==> src/rtl/potd_pkg.sv <==
package potd_pkg;
  typedef enum logic [2:0] {
    ST_IDLE, ST_ADDR, ST_RX, ST_ACK, ST_TX, ST_TXACK, ST_IGNORE
  } slv_state_e;

  localparam logic [1:0] STAT_BLANK = 2'b00;
  localparam logic [1:0] STAT_FAIL  = 2'b10;
  localparam logic [1:0] STAT_GOOD  = 2'b11;
endpackage

==> src/rtl/potd_line_sync.sv <==
module potd_line_sync #(
  parameter int STAGES = 2
) (
  input  logic clk_i,
  input  logic rst_ni,
  input  logic d_i,
  output logic q_o
);
  logic [STAGES-1:0] pipe_q;

  always_ff @(posedge clk_i or negedge rst_ni) begin
    if (!rst_ni) pipe_q <= '1;   // idle bus is high
    else         pipe_q <= {pipe_q[STAGES-2:0], d_i};
  end

  assign q_o = pipe_q[STAGES-1];
endmodule

==> src/rtl/potd_i2c_slave.sv <==
module potd_i2c_slave
  import potd_pkg::*;
#(
  parameter int WIPER_W  = 6,
  parameter int LOCK_BIT = 7
) (
  input  logic               clk_i,
  input  logic               rst_ni,
  input  logic               scl_i,
  input  logic               sda_i,
  input  logic [6:0]         dev_addr_i,
  input  logic [7:0]         tx_byte_i,
  output logic               sda_oe_o,
  output logic               wr_valid_o,
  output logic               wr_lock_o,
  output logic [WIPER_W-1:0] wr_data_o
);
  slv_state_e state_q;
  logic       scl_q, sda_q;
  logic [2:0] bit_cnt_q;
  logic       full_q;
  logic [7:0] shift_q, tx_q;
  logic [1:0] byte_idx_q;
  logic       rw_q;

  logic scl_rise, scl_fall, start_det, stop_det;
  assign scl_rise  = scl_i & ~scl_q;
  assign scl_fall  = ~scl_i & scl_q;
  assign start_det = scl_i & scl_q & sda_q & ~sda_i;
  assign stop_det  = scl_i & scl_q & ~sda_q & sda_i;

  always_ff @(posedge clk_i or negedge rst_ni) begin
    if (!rst_ni) begin
      state_q    <= ST_IDLE;
      scl_q      <= 1'b1;
      sda_q      <= 1'b1;
      bit_cnt_q  <= '0;
      full_q     <= 1'b0;
      shift_q    <= '0;
      tx_q       <= '0;
      byte_idx_q <= '0;
      rw_q       <= 1'b0;
      sda_oe_o   <= 1'b0;
      wr_valid_o <= 1'b0;
      wr_lock_o  <= 1'b0;
      wr_data_o  <= '0;
    end else begin
      scl_q      <= scl_i;
      sda_q      <= sda_i;
      wr_valid_o <= 1'b0;
      if (start_det) begin
        state_q    <= ST_ADDR;
        bit_cnt_q  <= '0;
        full_q     <= 1'b0;
        byte_idx_q <= '0;
        sda_oe_o   <= 1'b0;
      end else if (stop_det) begin
        state_q  <= ST_IDLE;
        full_q   <= 1'b0;
        sda_oe_o <= 1'b0;
      end else begin
        unique case (state_q)
          ST_ADDR, ST_RX: begin
            if (scl_rise) begin
              shift_q   <= {shift_q[6:0], sda_i};
              bit_cnt_q <= bit_cnt_q + 3'd1;
              if (bit_cnt_q == 3'd7) full_q <= 1'b1;
            end else if (scl_fall && full_q) begin
              full_q    <= 1'b0;
              bit_cnt_q <= '0;
              if (state_q == ST_ADDR) begin
                if (shift_q[7:1] == dev_addr_i) begin
                  rw_q     <= shift_q[0];
                  sda_oe_o <= 1'b1;
                  state_q  <= ST_ACK;
                end else begin
                  state_q <= ST_IGNORE;
                end
              end else if (byte_idx_q == 2'd0) begin
                wr_lock_o  <= shift_q[LOCK_BIT];
                byte_idx_q <= 2'd1;
                sda_oe_o   <= 1'b1;
                state_q    <= ST_ACK;
              end else if (byte_idx_q == 2'd1) begin
                wr_data_o  <= shift_q[WIPER_W-1:0];
                wr_valid_o <= 1'b1;
                byte_idx_q <= 2'd2;
                sda_oe_o   <= 1'b1;
                state_q    <= ST_ACK;
              end else begin
                state_q <= ST_IGNORE;
              end
            end
          end
          ST_ACK: begin
            if (scl_fall) begin
              if (rw_q) begin
                tx_q     <= tx_byte_i;
                sda_oe_o <= ~tx_byte_i[7];
                state_q  <= ST_TX;
              end else begin
                sda_oe_o <= 1'b0;
                state_q  <= ST_RX;
              end
            end
          end
          ST_TX: begin
            if (scl_rise) begin
              bit_cnt_q <= bit_cnt_q + 3'd1;
              if (bit_cnt_q == 3'd7) full_q <= 1'b1;
            end else if (scl_fall) begin
              if (full_q) begin
                full_q   <= 1'b0;
                sda_oe_o <= 1'b0;
                state_q  <= ST_TXACK;
              end else begin
                tx_q     <= {tx_q[6:0], 1'b0};
                sda_oe_o <= ~tx_q[6];
              end
            end
          end
          ST_TXACK: if (scl_rise) state_q <= ST_IGNORE;
          default: ;
        endcase
      end
    end
  end

  // the slave drives SDA only while acknowledging or sending
  a_r2_drive_window: assert property (@(posedge clk_i) disable iff (!rst_ni)
    sda_oe_o |-> (state_q == ST_ACK || state_q == ST_TX));
  // a STOP always releases the line
  a_r10_stop_release: assert property (@(posedge clk_i) disable iff (!rst_ni)
    stop_det |=> !sda_oe_o);
  // a non-matching address leaves the line undriven
  a_r3_ignore_quiet: assert property (@(posedge clk_i) disable iff (!rst_ni)
    (state_q == ST_IGNORE) |-> !sda_oe_o);
endmodule

==> src/rtl/potd_otp_ctrl.sv <==
module potd_otp_ctrl
  import potd_pkg::*;
#(
  parameter int WIPER_W     = 6,
  parameter int BURN_CYCLES = 50_000_000
) (
  input  logic               clk_i,
  input  logic               rst_ni,
  input  logic               wr_valid_i,
  input  logic               wr_lock_i,
  input  logic [WIPER_W-1:0] wr_data_i,
  input  logic               fuse_sense_i,
  output logic [WIPER_W-1:0] wiper_o,
  output logic [1:0]         status_o,
  output logic               fuse_prog_o
);
  localparam int                  CW       = $clog2(BURN_CYCLES + 1);
  localparam logic [CW-1:0]       LAST_CNT = CW'(BURN_CYCLES - 1);
  localparam logic [WIPER_W-1:0]  MIDSCALE = WIPER_W'(1 << (WIPER_W - 1));

  logic          frozen_q, burning_q;
  logic [CW-1:0] cnt_q;

  always_ff @(posedge clk_i or negedge rst_ni) begin
    if (!rst_ni) begin
      wiper_o   <= MIDSCALE;
      frozen_q  <= 1'b0;
      burning_q <= 1'b0;
      cnt_q     <= '0;
      status_o  <= STAT_BLANK;
    end else begin
      if (wr_valid_i && !frozen_q) begin
        wiper_o <= wr_data_i;
        if (wr_lock_i) begin
          frozen_q  <= 1'b1;
          burning_q <= 1'b1;
          cnt_q     <= '0;
        end
      end
      if (burning_q) begin
        if (cnt_q == LAST_CNT) begin
          burning_q <= 1'b0;
          status_o  <= fuse_sense_i ? STAT_GOOD : STAT_FAIL;
        end else begin
          cnt_q <= cnt_q + 1'b1;
        end
      end
    end
  end

  assign fuse_prog_o = burning_q;

  // code cannot move once frozen
  a_r7_wiper_frozen: assert property (@(posedge clk_i) disable iff (!rst_ni)
    frozen_q |=> $stable(wiper_o));
  // burn counter stays within its window
  a_r6_burn_bound: assert property (@(posedge clk_i) disable iff (!rst_ni)
    burning_q |-> (cnt_q <= LAST_CNT));
  // strobe only after an accepted lock
  a_r8_prog_needs_lock: assert property (@(posedge clk_i) disable iff (!rst_ni)
    fuse_prog_o |-> frozen_q);
  // 01 is never reported, and a finished burn reports a result
  a_r9_status_code: assert property (@(posedge clk_i) disable iff (!rst_ni)
    status_o != 2'b01);
  a_r9_status_after_burn: assert property (@(posedge clk_i) disable iff (!rst_ni)
    $fell(burning_q) |-> status_o[1]);
  a_r9_blank_while_burning: assert property (@(posedge clk_i) disable iff (!rst_ni)
    burning_q |-> (status_o == STAT_BLANK));
endmodule

==> src/rtl/potd_otp_top.sv <==
module potd_otp_top
  import potd_pkg::*;
#(
  parameter int         WIPER_W     = 6,
  parameter int         BURN_CYCLES = 50_000_000,
  parameter logic [6:0] BASE_ADDR   = 7'h36,
  parameter int         SYNC_STAGES = 2
) (
  input  logic               clk_i,
  input  logic               rst_ni,
  input  logic               scl_i,
  input  logic               sda_i,
  output logic               sda_oe_o,
  input  logic               addr_sel_i,
  input  logic               fuse_sense_i,
  output logic [WIPER_W-1:0] wiper_o,
  output logic               fuse_prog_o
);
  logic               scl_s, sda_s;
  logic               wr_valid, wr_lock;
  logic [WIPER_W-1:0] wr_data;
  logic [1:0]         status;
  logic [6:0]         dev_addr;
  logic [7:0]         rd_byte;

  assign dev_addr = {BASE_ADDR[6:1], addr_sel_i};
  assign rd_byte  = 8'({status, wiper_o});

  potd_line_sync #(.STAGES(SYNC_STAGES)) u_scl_sync (
    .clk_i(clk_i), .rst_ni(rst_ni), .d_i(scl_i), .q_o(scl_s));
  potd_line_sync #(.STAGES(SYNC_STAGES)) u_sda_sync (
    .clk_i(clk_i), .rst_ni(rst_ni), .d_i(sda_i), .q_o(sda_s));

  potd_i2c_slave #(.WIPER_W(WIPER_W)) u_slave (
    .clk_i      (clk_i),
    .rst_ni     (rst_ni),
    .scl_i      (scl_s),
    .sda_i      (sda_s),
    .dev_addr_i (dev_addr),
    .tx_byte_i  (rd_byte),
    .sda_oe_o   (sda_oe_o),
    .wr_valid_o (wr_valid),
    .wr_lock_o  (wr_lock),
    .wr_data_o  (wr_data)
  );

  potd_otp_ctrl #(.WIPER_W(WIPER_W), .BURN_CYCLES(BURN_CYCLES)) u_otp (
    .clk_i        (clk_i),
    .rst_ni       (rst_ni),
    .wr_valid_i   (wr_valid),
    .wr_lock_i    (wr_lock),
    .wr_data_i    (wr_data),
    .fuse_sense_i (fuse_sense_i),
    .wiper_o      (wiper_o),
    .status_o     (status),
    .fuse_prog_o  (fuse_prog_o)
  );

  // quiet outputs while held in reset
  always_comb begin
    if (!rst_ni) begin
      a_r1_reset_quiet: assert (!sda_oe_o && !fuse_prog_o);
    end
  end
endmodule

==> config.mk <==
export PLATFORM = sky130hd
export DESIGN_NAME = potd_otp_top
export DESIGN_NICKNAME = d
export VERILOG_FILES = /design/src/rtl/potd_pkg.sv /design/src/rtl/potd_line_sync.sv /design/src/rtl/potd_i2c_slave.sv /design/src/rtl/potd_otp_ctrl.sv /design/src/rtl/potd_otp_top.sv
export SDC_FILE = /design/constraint.sdc
export NUM_CORES = 1
export LEC_CHECK = 0
export ABC_AREA = 1
export BUFFER_PORTS_ARGS = -buffer_cell sky130_fd_sc_hd__buf_4
export CAP_MARGIN = 10
export CORE_MARGIN = 8
export CORE_UTILIZATION = 30
export DETAILED_ROUTE_END_ITERATION = 6
export PLACE_DENSITY = 0.54
export SETUP_SLACK_MARGIN = 0.3
export SLEW_MARGIN = 20
export SYNTH_ARGS = -nofsm -noshare
export SYNTH_HDL_FRONTEND = slang
export SYNTH_SLANG_ARGS = --single-unit
export TNS_END_PERCENT = 1
==> constraint.sdc <==
create_clock -name clk_i -period 2.1 [get_ports clk_i]
set_input_delay 0.105 -clock clk_i [delete_from_list [all_inputs] [get_ports clk_i]]
set_output_delay 0.105 -clock clk_i [all_outputs]
set_load 0.02 [all_outputs]
# Word level (Yosys, flattened, before mapping)
# Cells that the tools add are included.
[classes] reduce_logical=25 n_mux=74 n_eq_ne=30 n_addsub=2 bitwise_logic=18
[op_table] operator="2-to-1 mux 26 bit" n=4
[op_table] operator="2-to-1 mux 3 bit" n=19
[op_table] operator="2-to-1 mux 7 bit" n=5
[op_table] operator="2-to-1 mux 1 bit" n=33
[op_table] operator="AND reduction 8 bit" n=4
[op_table] operator="adder 26 x 1 -> 26 bit (second input constant)" n=1
[op_table] operator="== test 26 bit (second input constant)" n=1
[op_table] operator="inequality test 4 x 1 -> 1 bit (second input constant)" n=6
[op_table] operator="2-to-1 mux 2 bit" n=8
[op_table] operator="case mux 7 bit (2 select lines)" n=1
[op_table] operator="AND reduction 7 bit" n=2
[op_table] operator="case mux 3 bit (4 select lines)" n=1
[op_table] operator="NOT 1 bit" n=11
[op_table] operator="inequality test 2 x 1 -> 1 bit (second input constant)" n=5
[op_table] operator="inequality test 5 x 1 -> 1 bit (second input constant)" n=2
[op_table] operator="== test 3 bit (second input constant)" n=3
[op_table] operator="inequality test 4 bit (second input constant)" n=2
[op_table] operator="AND reduction 4 bit" n=2
[op_table] operator="AND 1 bit" n=7
[op_table] operator="== test 7 x 6 -> 1 bit" n=1
[op_table] operator="== test 3 x 2 -> 1 bit (second input constant)" n=2
[op_table] operator="inequality test 2 bit (second input constant)" n=3
[op_table] operator="inequality test 6 x 1 -> 1 bit (second input constant)" n=1
[op_table] operator="case mux 3 bit (2 select lines)" n=1
[op_table] operator="other kinds (19)" n=24
[word_totals] elab_cells=169 in_bits=6 output_inout_bits=8 register_bits=76

# Longest topological paths before layout
# Gate-level depths: netlist of the first run.
[logic_depth] word_depth=9 depth_mapped=11

# Cells and area by module
# Synthesis of the first run repeated with hierarchy kept, for this count alone.
[hier_totals] cells_unflattened=591 hier_area_um2=4489.3
[modules_own_cells] module="potd_otp_ctrl" area_per_inst_um2=2383.5 cells_each=343 n_inst=1 seq_area_each_um2=902.1
[modules_own_cells] module="potd_i2c_slave" area_per_inst_um2=1993.2 cells_each=242 n_inst=1 seq_area_each_um2=903.4
[modules_own_cells] module="potd_line_sync" area_per_inst_um2=52.6 cells_each=2 n_inst=2 seq_area_each_um2=52.6
[modules_own_cells] module="potd_otp_top" area_per_inst_um2=7.5 cells_each=2 n_inst=1 seq_area_each_um2=0.0

# Worst setup path after synthesis of the first run
# OpenSTA, ideal clock, no wires.
[synth_timing] path_kind="register to register" startpoint="register u_otp.cnt_q[0]" endpoint="register u_otp.cnt_q[10]" arrival_ps=1414 path_slack_ps=563 synth_period_minus_slack_ps=1537 path_stages_with_launch=11 n_path_buf=0 cell_sequence="dfrtp_1 ha_1 nand2_2 nor2_8 nand2_4 nor2_4 nand2_4 nand2_4 nand2_2 nand2_1 o21ai_1"
[synth_between] elab_chain_cells=3 elab_cells_between_ends=4 cone_classes="add/sub: 1; eq/ne: 1; mux: 2"
[synth_rtl] item="from (decl)" line_no="potd_otp_ctrl.sv:22" text="logic [CW-1:0] cnt_q;"
[synth_rtl] item="from (signal assigned)" line_no="potd_otp_ctrl.sv:45" text="cnt_q <= cnt_q + 1'b1;"
[synth_rtl] item="adder 26 x 1 -> 26 bit or == test 26 bit (tied branches)" line_no="potd_otp_ctrl.sv:45, potd_otp_ctrl.sv:41"
[synth_rtl] item="2-to-1 mux 26 bit *" line_no="potd_otp_ctrl.sv:41" text="if (cnt_q == LAST_CNT) begin"
[synth_rtl] item="2-to-1 mux 26 bit *" line_no="potd_otp_ctrl.sv:40" text="if (burning_q) begin"
# Every way passes the cells marked *; elsewhere a longest branch is shown, timed or not.
# A chain may end at the register's enable or synchronous reset.

# Worst setup path in the final report of the first run
# Ends and elaborated chain as after synthesis.

==> reports/metrics.cfg, run 1 <==
[logic_synthesis]
synthArstFlopShare=1.000
synthCells=585
synth-main-ff-cell=dfrtp_1
ys_seq_area_frac=0.4329
yosysWarnings=0
post_synth_num_cell_types=38
synth_edf_count=0
syn_avg_cell_area_sq_um=7.544
ys_ff_latch=76
synth_fp_nets=594
synth_area_sq_um=4413

[sta]
timing.final.crit_period_ns=1.716
timing_hold_violations_final=0
grt_setup_unrepaired=yes
worst_pin_slew_ns=0.5559
setup_viol=0
fmax_mhz=582.6
fin_ws_ns=0.3836
tns_ns=0
drv_slew=0
relSlewSlack=0.6280
finalClockSkew_ns=0.006896
period_share=0.8174

[placement]
placed_cell_area_sq_um=4728
port_buffers=13
hpwl_mm=7.747
pre_cts_ws_ns=0.3074
gp_congestion=0.8710

[critical_path]
worstSetupPathType=register to register
cp-startpoint=u_otp.cnt_q[0]
crit_top_cell=nand2_4
cp-start-kind=register
cp-end-kind=register
path_cells=ha_2, nand2_2, nor2_8, nand2_4, nor2_4, nand2_4, nand2_4, nand2_2, nand2_1, o21ai_1
critPathMaxFanout=8
required_ns=2.32
regToRegStartpoint=u_otp.cnt_q[0]
worst_ep_arrival_time_ns=1.94
slowest_stage=dfrtp_1
max_stage_delay_ns=0.40

[global_route]
grtUsageMet2=0.1990
use_met3=0.03866
grt.total_usage=0.1191
grt.busiest_layer=met2
grt_pass1_vias=3803
grt_max_degree=41
use_met1=0.1417
grt_overflow=0
antenna_found_initial=0
grt_pass1_wl_mm=17.91

[clock_tree]
cts_tree=built
cts_setup_buffers=0
htree_levels=3
clockBufferDepth=2
clock-root-buffer=clkbuf_16
clock-sinks=76
path_clk_slew_ns=0.06
cts_made_buffers=9
clk_latency_ns=0.34

[die]
num_io_pins=14
start_util=0.3048
core_area_sq_um=14480
core.rowCount=44
die_w_um=137.3
die_h_um=137.3
dieArea_sq_um=18850

[run_status]
status=finished clean

[finish]
seq_area_sq_um=1911
multi_input_area_sq_um=2241
layout-drive-gt1-share=0.1748
diodes=0
area_growth_pct=14.72
final_cell_mix=nand2_1, dfrtp_1, nor2_1
final_cell_area_sq_um=5062
nFillCells=1507
final_common_cell=nand2_1
nets=616

[drt]
dr.pass1.iters=5
route.antenna.remaining_nets=0
vias=3843
route.detailed.drc=0
first_iter_violations=240
viasPerCell=4.828
routed_wl_mm=10.45
wire_per_inst_um=13.13

[pwr]
leakagePower_nw=2.400
p_per_area_nw_per_um2=841.0
total_power_mw=4.257
ir_worst_vdd_uv=616.1

[min_path]
hp-class=input pin to asynchronous set/reset pin

[job]
cap_viol_max_count=0

worst max-delay path: cells and delay by family, from the launching register on:
family | cells | cell delay [ns]
AO/OA/AOI/OAI | 1 | 0.05
adder cells (fa/ha/maj) | 1 | 0.24
flip-flops | 1 | 0.40
AND/OR/NAND/NOR | 8 | 0.90
what timing repair did:
action                                 in CTS  in global routing
setup endpoints to repair                   2                 35
endpoints found under the hold margin      36                  0
hold buffers                                4                  0
resized for setup                           1                  3
sequential cells by signal (all words and copies together), names as in the netlist, 2 cells and up:
| name | count |
|---|---|
| u_slave.shift_q | 8 |
| u_otp.status_o | 2 |
| u_slave.state_q | 3 |
| u_otp.cnt_q | 26 |
| u_slave.bit_cnt_q | 3 |
| u_slave.tx_q | 7 |
| u_scl_sync.pipe_q | 2 |
| u_slave.byte_idx_q | 2 |
| u_sda_sync.pipe_q | 2 |
| u_slave.wr_data_o | 6 |
| u_otp.wiper_o | 6 |
cells in the mapped netlist, drive strengths merged, types with 5 or more instances:
| library cell | n | area [sq um] |
|---|---|---|
| nand4 | 12 | 81.33 |
| inv | 56 | 210.2 |
| o211ai | 6 | 45.04 |
| dfrtp | 69 | 1727 |
| nor2 | 67 | 325.3 |
| nand3 | 55 | 300.3 |
| o21ai | 46 | 282.8 |
| buf | 6 | 43.79 |
| nand2 | 211 | 847.1 |
| xor2 | 5 | 43.79 |
| clkbuf | 5 | 18.77 |
| a21oi | 8 | 43.79 |
| dfstp | 7 | 183.9 |
| nor3 | 8 | 45.04 |
| xnor2 | 5 | 43.79 |
| mux2i | 6 | 60.06 |
area by class of cell:
cell class	count	area share
Tap cell	184	0.04548
Sequential cell	76	0.3774
Clock buffer	11	0.04597
Multi-Input combinational cell	439	0.4427
Clock inverter	5	0.007662
Timing Repair Buffer	22	0.03707
Inverter	59	0.04375
metal layers:
metal	vias to the layer above	wire, um	part of all wire
met1	1850	4866	0.47
met3	9	431	0.041
met2	57	4985	0.48
li1	1927	-	-
met4	0	167	0.016
met5	-	0	0
per-stage QoR:
step                hold WS [ns]  std cells  utilization
floorplan                -0.1906        585            -
global placement          0.1163        776       0.3266
detailed placement        0.1302        776       0.3266
CTS                       0.3044        796       0.3487
global route              0.3361        796       0.3496
finish                    0.2873        796       0.3496
final timing paths:
path / endpoint / slack, ns / depth (start not counted)
max in group asynchronous: u_slave.sda_q / 1.16 / 3
min in group clk_i: u_slave.rw_q / 0.33 / 7
worst min-delay path: u_otp.cnt_q[19] / 0.29 / 2
worst max register to register: u_otp.cnt_q[10] / 0.38 / 10
worst min register to register: u_scl_sync.pipe_q[1] / 0.36 / 0
worst max-delay path: u_otp.cnt_q[10] / 0.38 / 10
logic make-up (layout without fill, tap and decap cells):
logic type,Yosys count,count (layout),synth area share
buffers and inverters,70,97,0.06436
muxes,6,6,0.01361
AOI/OAI and AO/OA,63,63,0.08903
and+or+nand+nor,357,357,0.3717
DFF,76,76,0.4329
xor gates and xnor gates,10,10,0.01985
adders and majority gates,3,3,0.008507
power by group:
part	internal [mW]	total, mW	switching [mW]
Sequential	1.60	1.72	0.124
Clock	0.802	1.42	0.619
Combinational	0.366	1.11	0.747
Total	2.77	4.26	1.49
No activity file was read; power rests on OpenSTA's default activity.
==> inputs of run 2 (changes only) <==
==> constraint.sdc (replaced) <==
create_clock -name clk_i -period 1.7 [get_ports clk_i]
set_input_delay 0.085 -clock clk_i [delete_from_list [all_inputs] [get_ports clk_i]]
set_output_delay 0.085 -clock clk_i [all_outputs]
set_load 0.02 [all_outputs]
==> reports/metrics.cfg, run 2 (synthesis results as in run 1) <==
[die]
die_w_um=137.3
dieArea_sq_um=18850
num_io_pins=14
core.rowCount=44
die_h_um=137.3
start_util=0.3048
core_area_sq_um=14480

[sta]
finalClockSkew_ns=0.006927
tns_ns=0
relSlewSlack=0.7244
fmax_mhz=650.9
drv_slew=0
timing_hold_violations_final=0
period_share=0.9037
setup_viol=0
worst_pin_slew_ns=0.4133
fin_ws_ns=0.1636
grt_setup_unrepaired=yes
timing.final.crit_period_ns=1.536

[global_route]
use_met1=0.1474
grt_max_degree=26
grt_pass1_vias=3729
antenna_found_initial=0
use_met3=0.03465
grt.total_usage=0.1200
grt.busiest_layer=met2
grt_overflow=0
grt_pass1_wl_mm=18.13
grtUsageMet2=0.2033

[clock_tree]
path_clk_slew_ns=0.06
cts_tree=built
cts_made_buffers=9
clock-root-buffer=clkbuf_16
clock-sinks=76
clockBufferDepth=2
htree_levels=3
clk_latency_ns=0.34

[critical_path]
reg2reg_slack_ns=0.16
critPathMaxFanout=7
crit-reg2reg-capture=u_otp.cnt_q[17]
slowest_stage=dfrtp_1
path_cells=nand2_2, nor2_4, nand3b_1, nor2_1, nand3_1, nor2_1, a21oi_1
cp-startpoint=u_otp.cnt_q[6]
endpoint=u_otp.cnt_q[17]
max_stage_delay_ns=0.52
regToRegStartpoint=u_otp.cnt_q[6]
cp-start-kind=register
worst_ep_arrival_time_ns=1.76
crit_top_cell=nor2_1
worstSetupPathType=register to register
required_ns=1.93
cp-end-kind=register
rr_worst_depth=7

[finish]
diodes=0
layout-drive-gt1-share=0.2410
top_regs=u_otp.cnt_q: 26 flops, u_slave.shift_q: 8 flops, u_slave.tx_q: 7 flops
nFillCells=1510
stdcell_count=823
final_common_cell=nand2_1
largest_reg_flops=26
multi_input_area_sq_um=2404
area_growth_pct=23.70
nets=643
seq_area_sq_um=1917
final_cell_mix=nand2_1, dfrtp_1, nand3_1
top_register=u_otp.cnt_q

[drt]
routed_wl_mm=10.77
vias=3898
viasPerCell=4.736
route.detailed.drc=0
route.antenna.remaining_nets=0
wire_per_inst_um=13.09
dr.pass1.iters=4
first_iter_violations=303

[placement]
pre_cts_ws_ns=0.09278
gp_congestion=0.8593
hpwl_mm=7.781
dpl.cell_count=789
port_buffers=13

[job]
cap_viol_max_count=0

[pwr]
leakagePower_nw=2.637
ir_worst_vdd_uv=662.5
p_per_area_nw_per_um2=1010

[run_status]
status=finished clean

[min_path]
hp-class=input pin to asynchronous set/reset pin

-- run 2: changes by cell type in the layout (fill, tap and decap cells not counted), moves of 4 or more --
cell / before / now
dfrtp_1: 69 / 64
nand2_4: 4 / 12
nor2_4: 4 / 11
buf_4: 17 / 41
nand2_1: 197 / 193
nor2_1: 51 / 46
dfrtp_2: 0 / 5
-- run 2: worst min-delay path by stage --
stage                start         endpoint  depth (start not counted)
finish              rst_ni  u_otp.cnt_q[22]                          2
global route        rst_ni  u_otp.cnt_q[22]                          2
CTS                 rst_ni  u_otp.cnt_q[23]                          2
detailed placement  rst_ni  u_otp.cnt_q[23]                          1
global placement    rst_ni  u_otp.cnt_q[20]                          1
floorplan           rst_ni   u_otp.cnt_q[0]                          0
-- run 2: layer usage --
metal	share of wire	wire, um	up-vias
li1	-	-	1982
met1	0.45	4897	1849
met2	0.50	5371	57
met3	0.036	387	10
met4	0.011	116	0
met5	0	0	-
-- run 2: what timing repair did --
item / CTS / global route
cloned: 1 / 0
hold endpoints to repair: 25 / 0
hold buffers: 4 / 0
endpoints found under the setup margin: 59 / 62
setup buffers: 9 / 4
pin swaps: 10 / 5
resized for setup: 13 / 24
-- run 2: worst max-delay path: cells and delay by family, from the launching register on --
| kind | cells | cell delay [ns] |
|---|---|---|
| flip-flops | 1 | 0.52 |
| AO/OA/AOI/OAI | 1 | 0.05 |
| AND/OR/NAND/NOR | 6 | 0.86 |
-- run 2: layout make-up --
class / count / share of cell area
multi-input combinational: 440 / 0.4403
timing repair buffer: 48 / 0.07311
clock inverter: 6 / 0.008480
tap: 184 / 0.04217
inverter: 59 / 0.04103
sequential: 76 / 0.3511
clock buffer: 10 / 0.04378
-- run 2: report_power, final --
| group | internal (mW) | switching (mW) | leakage, nW |
|---|---|---|---|
| Sequential | 1.98 | 0.137 | 1.00 |
| Combinational | 0.560 | 0.993 | 1.50 |
| Clock | 1.04 | 0.801 | 0.135 |
| Total | 3.58 | 1.93 | 2.64 |
-- run 2: metrics by stage --
step / area [sq um] / power (mW) / util / hold WS (ns)
after floorplan: 4451 / 3.196 / - / -0.2106
after global placement: 4876 / 3.514 / 0.3368 / 0.04349
after detailed placement: 4876 / 3.539 / 0.3368 / 0.04745
after CTS: 5328 / 5.508 / 0.3680 / 0.2180
after global routing: 5459 / 5.865 / 0.3770 / 0.2433
final: 5459 / 5.513 / 0.3770 / 0.2113
